File: src/rtl/gpio_adc_port.sv
module gpio_adc_port (
  input  logic       clk,
  input  logic       rst_n,
  input  logic       dat_we,
  input  logic [7:0] dat_wdata,
  input  logic       dir_we,
  input  logic [7:0] dir_wdata,
  input  logic       ctl_we,
  input  logic       ctl_en,
  input  logic [2:0] ctl_ch,
  input  logic [7:0] pin_in,
  output logic [7:0] pin_out,
  output logic [7:0] pin_oe,
  output logic [7:0] port_rd,
  output logic [7:0] mux_sel
);

  logic [7:0] dat_q, dir_q, sync1_q, sync2_q, claim;
  logic       en_q;
  logic [2:0] ch_q;

  function automatic logic [7:0] shared_pin(input logic [2:0] ch);
    case (ch)
      3'd0:    shared_pin = 8'b0100_0000;
      3'd1:    shared_pin = 8'b0010_0000;
      3'd2:    shared_pin = 8'b0001_0000;
      3'd3:    shared_pin = 8'b0000_1000;
      3'd4:    shared_pin = 8'b1000_0000;
      default: shared_pin = 8'b0000_0000;
    endcase
  endfunction

  assign claim = en_q ? shared_pin(ch_q) : 8'h00;

  always_ff @(posedge clk or negedge rst_n) begin
    if (!rst_n) begin
      dat_q <= '0;
      en_q  <= 1'b0;
      ch_q  <= '0;
    end else begin
      if (dat_we) dat_q <= dat_wdata;
      if (ctl_we) begin
        en_q <= ctl_en;
        ch_q <= ctl_ch;
      end
    end
  end

  always_ff @(posedge clk or negedge rst_n) begin
    if (!rst_n) dir_q <= '0;
    else        dir_q <= (dir_we ? dir_wdata : dir_q) & ~claim;
  end

  always_ff @(posedge clk or negedge rst_n) begin
    if (!rst_n) begin
      sync1_q <= '0;
      sync2_q <= '0;
    end else begin
      sync1_q <= pin_in;
      sync2_q <= sync1_q;
    end
  end

  assign pin_out = dat_q;
  assign pin_oe  = dir_q & ~claim;
  assign port_rd = ((pin_oe & dat_q) | (~pin_oe & sync2_q)) & ~claim;
  assign mux_sel = en_q ? (8'h01 << ch_q) : 8'h00;

  AST_MUX_ONEHOT: assert property (@(posedge clk) disable iff (!rst_n) $onehot0(mux_sel));
  AST_MUX_IDLE: assert property (@(posedge clk) disable iff (!rst_n) !en_q |-> mux_sel == 8'h00);
  AST_LATCH_WRITE: assert property (@(posedge clk) disable iff (!rst_n) dat_we |=> pin_out == $past(dat_wdata));
  AST_DIR_STICKY: assert property (@(posedge clk) disable iff (!rst_n) (claim != 8'h00) |=> (dir_q & $past(claim)) == 8'h00);
  AST_READ_MASK: assert property (@(posedge clk) disable iff (!rst_n) (port_rd & claim) == 8'h00);
  AST_DRIVER_OFF: assert property (@(posedge clk) disable iff (!rst_n) (pin_oe & mux_sel[4:0] == 5'd0 ? 8'h00 : pin_oe & claim) == 8'h00);
  AST_NOPIN_CH: assert property (@(posedge clk) disable iff (!rst_n) (en_q && ch_q >= 3'd5) |-> pin_oe == dir_q);
  AST_OFF_NO_EFFECT: assert property (@(posedge clk) disable iff (!rst_n) !en_q |-> pin_oe == dir_q);

endmodule

File: config.mk
export PLATFORM = sky130hd
export DESIGN_NAME = gpio_adc_port
export DESIGN_NICKNAME = d
export VERILOG_FILES = /design/src/rtl/gpio_adc_port.sv
export SDC_FILE = /design/constraint.sdc
export NUM_CORES = 1
export LEC_CHECK = 0
export ABC_AREA = 1
export BUFFER_PORTS_ARGS = -buffer_cell sky130_fd_sc_hd__buf_2
export CAP_MARGIN = 20
export CORE_MARGIN = 2
export CORE_UTILIZATION = 45
export DETAILED_ROUTE_END_ITERATION = 10
export HOLD_SLACK_MARGIN = 0.02
export PLACE_DENSITY = 0.86
export SYNTH_ARGS = -nofsm -noshare
export SYNTH_HDL_FRONTEND = slang
export SYNTH_SLANG_ARGS = --single-unit
export TNS_END_PERCENT = 100
File: constraint.sdc
create_clock -name clk -period 1.42 [get_ports clk]
set_clock_uncertainty 0.15 [all_clocks]
set_input_delay 0.142 -clock clk [delete_from_list [all_inputs] [get_ports clk]]
set_output_delay 0.142 -clock clk [all_outputs]
set_load 0.02 [all_outputs]
==> results of run 1 <==
[layout by cell type, fill, tap and decap left out]
master,Yosys,layout
buf_2,0,48
nand2_1,45,40
dfrtp_1,36,34
dlygate4sd3_1,0,33
inv_1,35,28
nor2_1,30,26
o21ai_0,18,15
buf_4,4,11
inv_2,0,7
buf_6,1,7
nand2_2,2,6
nor2_4,3,5
clkbuf_4,0,5
o21ai_1,0,3
nand2_4,1,2
nor2_2,0,2
dfrtp_2,0,2
clkbuf_8,0,2
buf_12,0,1
[power groups by stage]
stage	Sequential (W)	Clock [W]	Combinational [W]
2_1_floorplan	0.00118	0	0.000254
3_3_place_gp	0.00116	0	0.000442
6_report	0.00115	0.000590	0.000588
5_1_grt	0.00116	0.000652	0.000648
3_5_place_dp	0.00117	0	0.000448
4_1_cts	0.00115	0.000606	0.000560
[sequential cells by signal, summed over array words and instances, names as in the netlist]
register  cells
sync2_q       8
en_q          1
ch_q          3
dir_q         8
pin_out       8
sync1_q       8
[through the flow]
step / power [W] / instances / util / worst slack (ps)
after floorplan: 0.00144 / 175 / - / 22.3
after global placement: 0.00160 / 279 / 0.598 / 183
after detailed placement: 0.00162 / 279 / 0.598 / 164
after CTS: 0.00232 / 322 / 0.756 / -179
after global routing: 0.00246 / 321 / 0.765 / -295
final: 0.00233 / 321 / 0.765 / -215
[repair_timing]
action | CTS | global route
pin swaps | 10 | 3
gates resized for setup | 29 | 18
endpoints found under the setup margin | 19 | 23
hold endpoints to repair | 64 | 2
buffers inserted | 2 | 0
hold buffers | 34 | 1
[logic make-up (layout without fill, tap and decap cells)]
kind of cell           after synthesis  count (layout)
and+or+nand+nor                     81              81
buffers and inverters               40             142
DFF                                 36              36
AOI/OAI and AO/OA                   18              18
[path summary, 6_finish.rpt]
check	startpoint	slack (ps)	to
worst min register to register	sync1_q[0]$_DFF_PN0_	210	sync2_q[0]$_DFF_PN0_
worst max register to register	ch_q[1]$_DFFE_PN0P_	280	dir_q[7]$_DFF_PN0_
max in group asynchronous	rst_n	550	en_q$_DFFE_PN0P_
worst max-delay path	ch_q[1]$_DFFE_PN0P_	-220	pin_oe[5]
worst min-delay path	dat_we	30	pin_out[3]$_DFFE_PN0P_
min in group asynchronous	rst_n	120	dir_q[1]$_DFFE_PN0P_
[tightest hold or removal path, delay by kind of cell]
kind,cells,cell delay (ps)
AND/OR/NAND/NOR,1,80
AO/OA/AOI/OAI,1,60
buffers and inverters,1,190
[per-layer routing]
layer | wire length (µm) | global-route usage | vias to the layer above
met5 | 0 | 0 | -
met4 | 55 | 0.0699 | 0
met3 | 164 | 0.0766 | 8
met2 | 2060 | 0.406 | 34
met1 | 1520 | 0.255 | 652
li1 | - | - | 716
[layout make-up]
cell class,count,area [µm²],area share
inverter,35,131,0.0554
clock buffer,7,65.1,0.0274
tap,44,55.1,0.0232
sequential,36,903,0.381
timing repair buffer,100,752,0.317
multi-input combinational,99,467,0.197
==> impl_results.md, run 1 <==
- Period Utilization, post-route: 1.15
- Max Cap Viol: 0
- Diode count: 0
- Failing checks: negative setup slack
- Core area: 3100 µm²
- Number of routed nets with antenna violations: 0
- Final worst slack: -215 ps
- HPWL after DPL: roughly 2300 µm
- Share of layout cells above drive strength 1: 0.354
- RSZ-0062 raised after global routing: yes
- CP Launch Type: flip-flop
- Post-Syn Area: around 1500 µm²
- Status: finished with violations
- CP Depth: 5
- Num rows: 20
- Max VDD drop: a little under 800 µV
- First-pass GRT wire length: roughly 6000 µm
- Final Hold Viols: 0
- Combinational share of power: 0.252
- Syn Inst Count: 175
- GRT Util Overall: 0.227
- Leak Pwr: between 1 and 1.5 nW
- CTS tree: yes
- Final setup TNS: -2840 ps
- Initial Util: 0.484
- Prevailing post-synth register cell: dfrtp_1
- Drt wl/cell: about 12 µm
- Adder-cell share of the synthesized area: 0
- Die W: between 60 and 70 µm
- Crit end category: primary output
- Compound-gate portion of the synthesized area: 0.0600
- Ys async rst share: 1.00
- Fillers: about 230
- Mapped Nets: 208
- CP Class: reg -> out
- Vias/cell: around 4.4
- Final hold slack: between 20 and 30 ps
- Worst Path Required: between 1000 and 1500 ps
- I/O pins: between 60 and 70
- Die height: a little over 60 µm
- Worst slew pin tran: 433 ps
- Worst path slowest cell: dfrtp_1
- Worst Reg-to-Reg Cells: 5
- Synth Warn #: 0
- Arrival time of the worst setup path: around 1300 ps
- Worst Hold Depth: 3
- Routed wire length: between 3000 and 4000 µm
- Largest net degree at the start of global routing: 20
- Post-synth top cells: nand2_1, dfrtp_1, inv_1
- Yosys cell types: 10
- Clk Latency, worst-skew pair: around 330 ps
- Clock Tree Root: clkbuf_4
- TritonCTS sink count: 36
- Sequential area share after synthesis: 0.600
- Tightest Hold Check Type: in -> reg
- Slew Viols, Final: 0
- Post-synthesis mux area share: 0
- H-tree depth: 2
- Combinational family with the most area after synthesis: simple AND/OR/NAND/NOR gates
- Placed cell areas: around 1900 µm²
- CTS clk-pin slew, worst paths: around 100 ps
- Area growth syn-to-layout: 58.0%
- Power per cell area: ~1000 nW/µm²
- Longest Clk Path Bufs: 2
- Vias in the first global route: about 1.4k
- Switch share: 0.298
- Clock power share: 0.253
- Largest area contributor in the netlist: dfrtp_1
- Layout Nets: just over 300
- Final setup violation count: 19
- Synth Area in Simple Gates: 0.226
- Top cell type's share of synthesized area: 0.600
- Largest cells by area after synthesis: dfrtp_1, nand2_1, inv_1
- Synth Register Bits: 36
- Count leader, synth: nand2_1
- Cts bufs inserted: 5
- Worst path top cell family by delay: flip-flops
- Bufs and invs on worst path: 2
- Sw Pwr: 0.000695 W
- DR pass1 iterations: 4
- DRC Markers: 0
- Vias post-DR: 1,410
- FMAX: ~600 MHz
- Synth Area in XOR/XNOR: 0
- Slowest Stage Delay on Critical Path: approximately 440 ps
- Crit path cell chain: inv_2 > nand2_2 > nor2_4 > nor2_1 > buf_4
- Iteration-0 DRC Markers: 39
- Initial antenna violation count: 0
- DIE AREA: 3820 µm²
- Period minus WS final: 1640 ps
- Final weighted congestion in routability-driven placement: roughly 0.74
- Relative slew margins: 0.711
- Post-route cell area: 2370 µm²
- PortBufs: 64
- Post-Syn Area per Cell: about 8.6 µm²
- P_int: approximately 0.0016 W
- Grt ovf: 0
- Crit-path max FO: 4
- Post-synth EDFFs: 0
- Seq pwr share: 0.495
Note: power is estimated with default switching activity, not from simulation.
==> inputs of run 2 (changes only) <==
--- a/config.mk
+++ b/config.mk
@@ -5,14 +5,13 @@
 export SDC_FILE = /design/constraint.sdc
 export NUM_CORES = 1
 export LEC_CHECK = 0
-export ABC_AREA = 1
 export BUFFER_PORTS_ARGS = -buffer_cell sky130_fd_sc_hd__buf_2
 export CAP_MARGIN = 20
 export CORE_MARGIN = 2
-export CORE_UTILIZATION = 45
+export CORE_UTILIZATION = 41
 export DETAILED_ROUTE_END_ITERATION = 10
 export HOLD_SLACK_MARGIN = 0.02
-export PLACE_DENSITY = 0.86
+export PLACE_DENSITY = 0.84
 export SYNTH_ARGS = -nofsm -noshare
 export SYNTH_HDL_FRONTEND = slang
 export SYNTH_SLANG_ARGS = --single-unit
==> constraint.sdc (replaced) <==
create_clock -name clk -period 1.33 [get_ports clk]
set_clock_uncertainty 0.15 [all_clocks]
set_input_delay 0.133 -clock clk [delete_from_list [all_inputs] [get_ports clk]]
set_output_delay 0.133 -clock clk [all_outputs]
set_load 0.02 [all_outputs]
==> run 2 against run 1 <==
The run still ends with negative setup slack left; cell count fell by 24%; setup slack got worse by 170 ps; via count fell by 19%; register-to-register slack got worse by 230 ps; hold slack improved by 48 ps; sequential cell count did not move; critical path depth fell by 2; first-iteration DRC count fell by 36%; non-clock buffer count rose by 2; count of clock-buffer cells in the layout fell by 1; clock power rose by 27%; design area rose by 0.63%.
==> impl_results.md, run 2 <==
- Status: finished with violations (unchanged)
- Failing checks: negative setup slack (unchanged)
- Syn Inst Count: 94 (was 175)
- Layout Nets: 231 (was 310)
- Initial antenna violation count: 0 (unchanged)
- Num rows: 21 (was 20)
- Worst path top cell family by delay: simple AND/OR/NAND/NOR gates (was flip-flops)
- Worst path slowest cell: dfrtp_2 (was dfrtp_1)
- Crit end category: primary output (unchanged)
- CTS clk-pin slew, worst paths: 110 ps (was 100 ps)
- Final setup violation count: 21 (was 19)
- H-tree depth: 2 (unchanged)
- CP Class: reg -> out (unchanged)
- Synth Register Bits: 36 (unchanged)
- Largest area contributor in the netlist: dfrtp_1 (unchanged)
- Die W: 62.9 µm (was 61.8 µm)
- Post-synth top cells: dfrtp_1, mux2_2, mux2i_1 (was nand2_1, dfrtp_1, inv_1)
- Commonest cells after routing, fill and taps aside: buf_2, dfrtp_1, dlygate4sd3_1, buf_6, mux2_2 (was buf_2, nand2_1, dfrtp_1, dlygate4sd3_1, inv_1)
- PortBufs: 64 (unchanged)
- Max VDD drop: 591 µV (was 774 µV)
- Post-Syn Area: 1420 µm² (was 1500 µm²)
- Number of routed nets with antenna violations: 0 (unchanged)
- Cts bufs inserted: 5 (unchanged)
- Pre-CTS WS: -42.9 ps (was 164 ps)
- Max Cap Viol: 0 (unchanged)
- Arrival time of the worst setup path: 1430 ps (was 1340 ps)
- Bufs and invs on worst path: 1 (was 2)
- FMAX: 583 MHz
- Post-synth EDFFs: 0 (unchanged)
- Period Utilization, post-route: 1.29
- Die height: 62.9 µm (was 61.8 µm)
- First-pass GRT wire length: 6030 µm (unchanged)
- Largest cells by area after synthesis: dfrtp_1, mux2_2, mux2i_1 (was dfrtp_1, nand2_1, inv_1)
- Mapped Nets: 127 (was 208)
- Vias in the first global route: 1,288 (was 1,425)
- Crit-path max FO: 6 (was 4)
- Grt ovf: 0 (unchanged)
- Clock Tree Root: clkbuf_4 (unchanged)
- Slew Viols, Final: 0 (unchanged)
- Final weighted congestion in routability-driven placement: 0.689 (was 0.744)
- Largest net degree at the start of global routing: 37 (was 20)
- Slowest Stage Delay on Critical Path: 460 ps (was 440 ps)
- Post-route cell area: 2390 µm² (was 2370 µm²)
- DRC Markers: 0 (unchanged)
- Fin util: 0.716 (was 0.765)
- GRT Util Overall: 0.207 (was 0.227)
- Yosys cell types: 14 (was 10)
- Final worst slack: -384 ps (was -215 ps)
- Clk Latency, worst-skew pair: 330 ps (about the same)
- Routed wire length: 3750 µm (was 3810 µm)
- Power per cell area: 1150 nW/µm² (was 983 nW/µm²)
- I/O pins: 65 (unchanged)
- Placed cell areas: 1810 µm² (was 1860 µm²)
- HPWL after DPL: 2210 µm (was 2270 µm)
- Final Hold Viols: 0 (unchanged)
- CP Launch Type: flip-flop (unchanged)
- Leak Pwr: 1.15 nW (was 1.30 nW)
- Drt wl/cell: 15.3 µm (was 11.9 µm)
- Prevailing post-synth register cell: dfrtp_1 (unchanged)
- Initial Util: 0.426 (was 0.484)
- Iteration-0 DRC Markers: 25 (was 39)
- Fillers: 235 (was 233)
- Worst slew pin tran: 463 ps (was 433 ps)
- Synth Warn #: 0 (unchanged)
- DR pass1 iterations: 4 (unchanged)
- Post-Syn Area per Cell: 15.1 µm² (was 8.59 µm²)
- DIE AREA: 3960 µm² (was 3820 µm²)
- Vias post-DR: 1,147 (was 1,410)
- RSZ-0062 raised after global routing: yes (unchanged)
- Crit path cell chain: nor4b_4 > nor2b_2 > buf_6 (was inv_2 > nand2_2 > nor2_4 > nor2_1 > buf_4)
- Worst Path Required: 1050 ps (was 1130 ps)
- Period minus WS final: 1710 ps
- Longest Clk Path Bufs: 2 (unchanged)
- CTS tree: yes (unchanged)
- Area growth syn-to-layout: 67.9% (was 58.0%)
- Ys async rst share: 1.00 (unchanged)
- Relative slew margins: 0.692 (was 0.711)
- Top cell type's share of synthesized area: 0.633 (was 0.600)
- Most common cell after layout, fill and taps aside: buf_2 (unchanged)
- Share of layout cells above drive strength 1: 0.593 (was 0.354)
- Sequential area share after synthesis: 0.633 (was 0.600)
- FF-to-FF setup slack: 50 ps (was 280 ps)
- TritonCTS sink count: 36 (unchanged)
- Vias/cell: 4.68 (was 4.39)
- Count leader, synth: dfrtp_1 (was nand2_1)
- Tightest Hold Check Type: in -> reg (unchanged)
- Core area: 3340 µm² (was 3100 µm²)
- Diode count: 0 (unchanged)
[run 2: changes by cell type after synthesis, moves of 2 or more]
cell,delta
nor2_2,+2
and4bb_4,+3
nor3b_1,+2
mux2_2,+18
nor2_1,-21
nand2_1,-43
nor2_4,-3
inv_1,-35
mux2i_1,+10
nand2_2,-2
nor2b_1,+4
buf_2,+2
o21ai_0,-18
[run 2: what timing repair did]
item,4_1_cts,5_1_grt
gates resized for setup,49,6
pin swaps,10,4
buffers inserted,3,2
hold buffers,30,0
endpoints found under the setup margin,21,21
hold endpoints to repair,64,0
[run 2: stage by stage]
step	std cells	hold WS [ps]	TNS, ps	power (W)
floorplan	94	-313	-147	0.00160
global placement	203	30.2	-54.6	0.00178
detailed placement	203	54.3	-140	0.00180
CTS	244	57.0	-6390	0.00274
global route	245	68.5	-7530	0.00288
finish	245	77.4	-5960	0.00275
[run 2: final timing paths]
kind | depth (start not counted) | startpoint | to
min | 3 | dir_we | dir_q[6]$_DFF_PN0_
min reg2reg | 0 | sync1_q[5]$_DFF_PN0_ | sync2_q[5]$_DFF_PN0_
max | 3 | ch_q[0]$_DFFE_PN0P_ | pin_oe[6]
max reg2reg | 3 | ch_q[1]$_DFFE_PN0P_ | dir_q[7]$_DFF_PN0_
min in group asynchronous | 3 | rst_n | dir_q[2]$_DFFE_PN0P_
max in group asynchronous | 3 | rst_n | ch_q[1]$_DFFE_PN0P_
[run 2: logic make-up after synthesis]
logic type,share of synthesized area
AND/OR/NAND/NOR,0.131
buffers and inverters,0.0229
multiplexers,0.213
flip-flops,0.633
[run 2: routing by layer]
| layer | GRT usage | share of wire | vias up |
|---|---|---|---|
| li1 | - | - | 527 |
| met1 | 0.209 | 0.37 | 569 |
| met2 | 0.380 | 0.55 | 41 |
| met3 | 0.0667 | 0.052 | 10 |
| met4 | 0.0944 | 0.026 | 0 |
| met5 | 0 | 0 | - |
[run 2: area by class of cell]
class                           instances  area (µm²)  share of cell area
Multi-Input combinational cell         53         544               0.228
Sequential cell                        36         906               0.379
Clock buffer                            6        41.3              0.0173
Tap cell                               46        57.6              0.0241
Timing Repair Buffer                  102         805               0.337
Clock inverter                          2        35.0              0.0147
[run 2: where the power goes]
part | internal (W) | leakage, nW | switching, W
combinational | 0.000400 | 0.688 | 0.000332
clock | 0.000394 | 0.0422 | 0.000353
sequential | 0.00119 | 0.418 | 0.0000836
[run 2: worst register-to-register path, cell delays in order, from the launching register on]
cell	delay (ps)
dfrtp_2	470
and4bb_4	410
buf_4	130
nor2_2	30
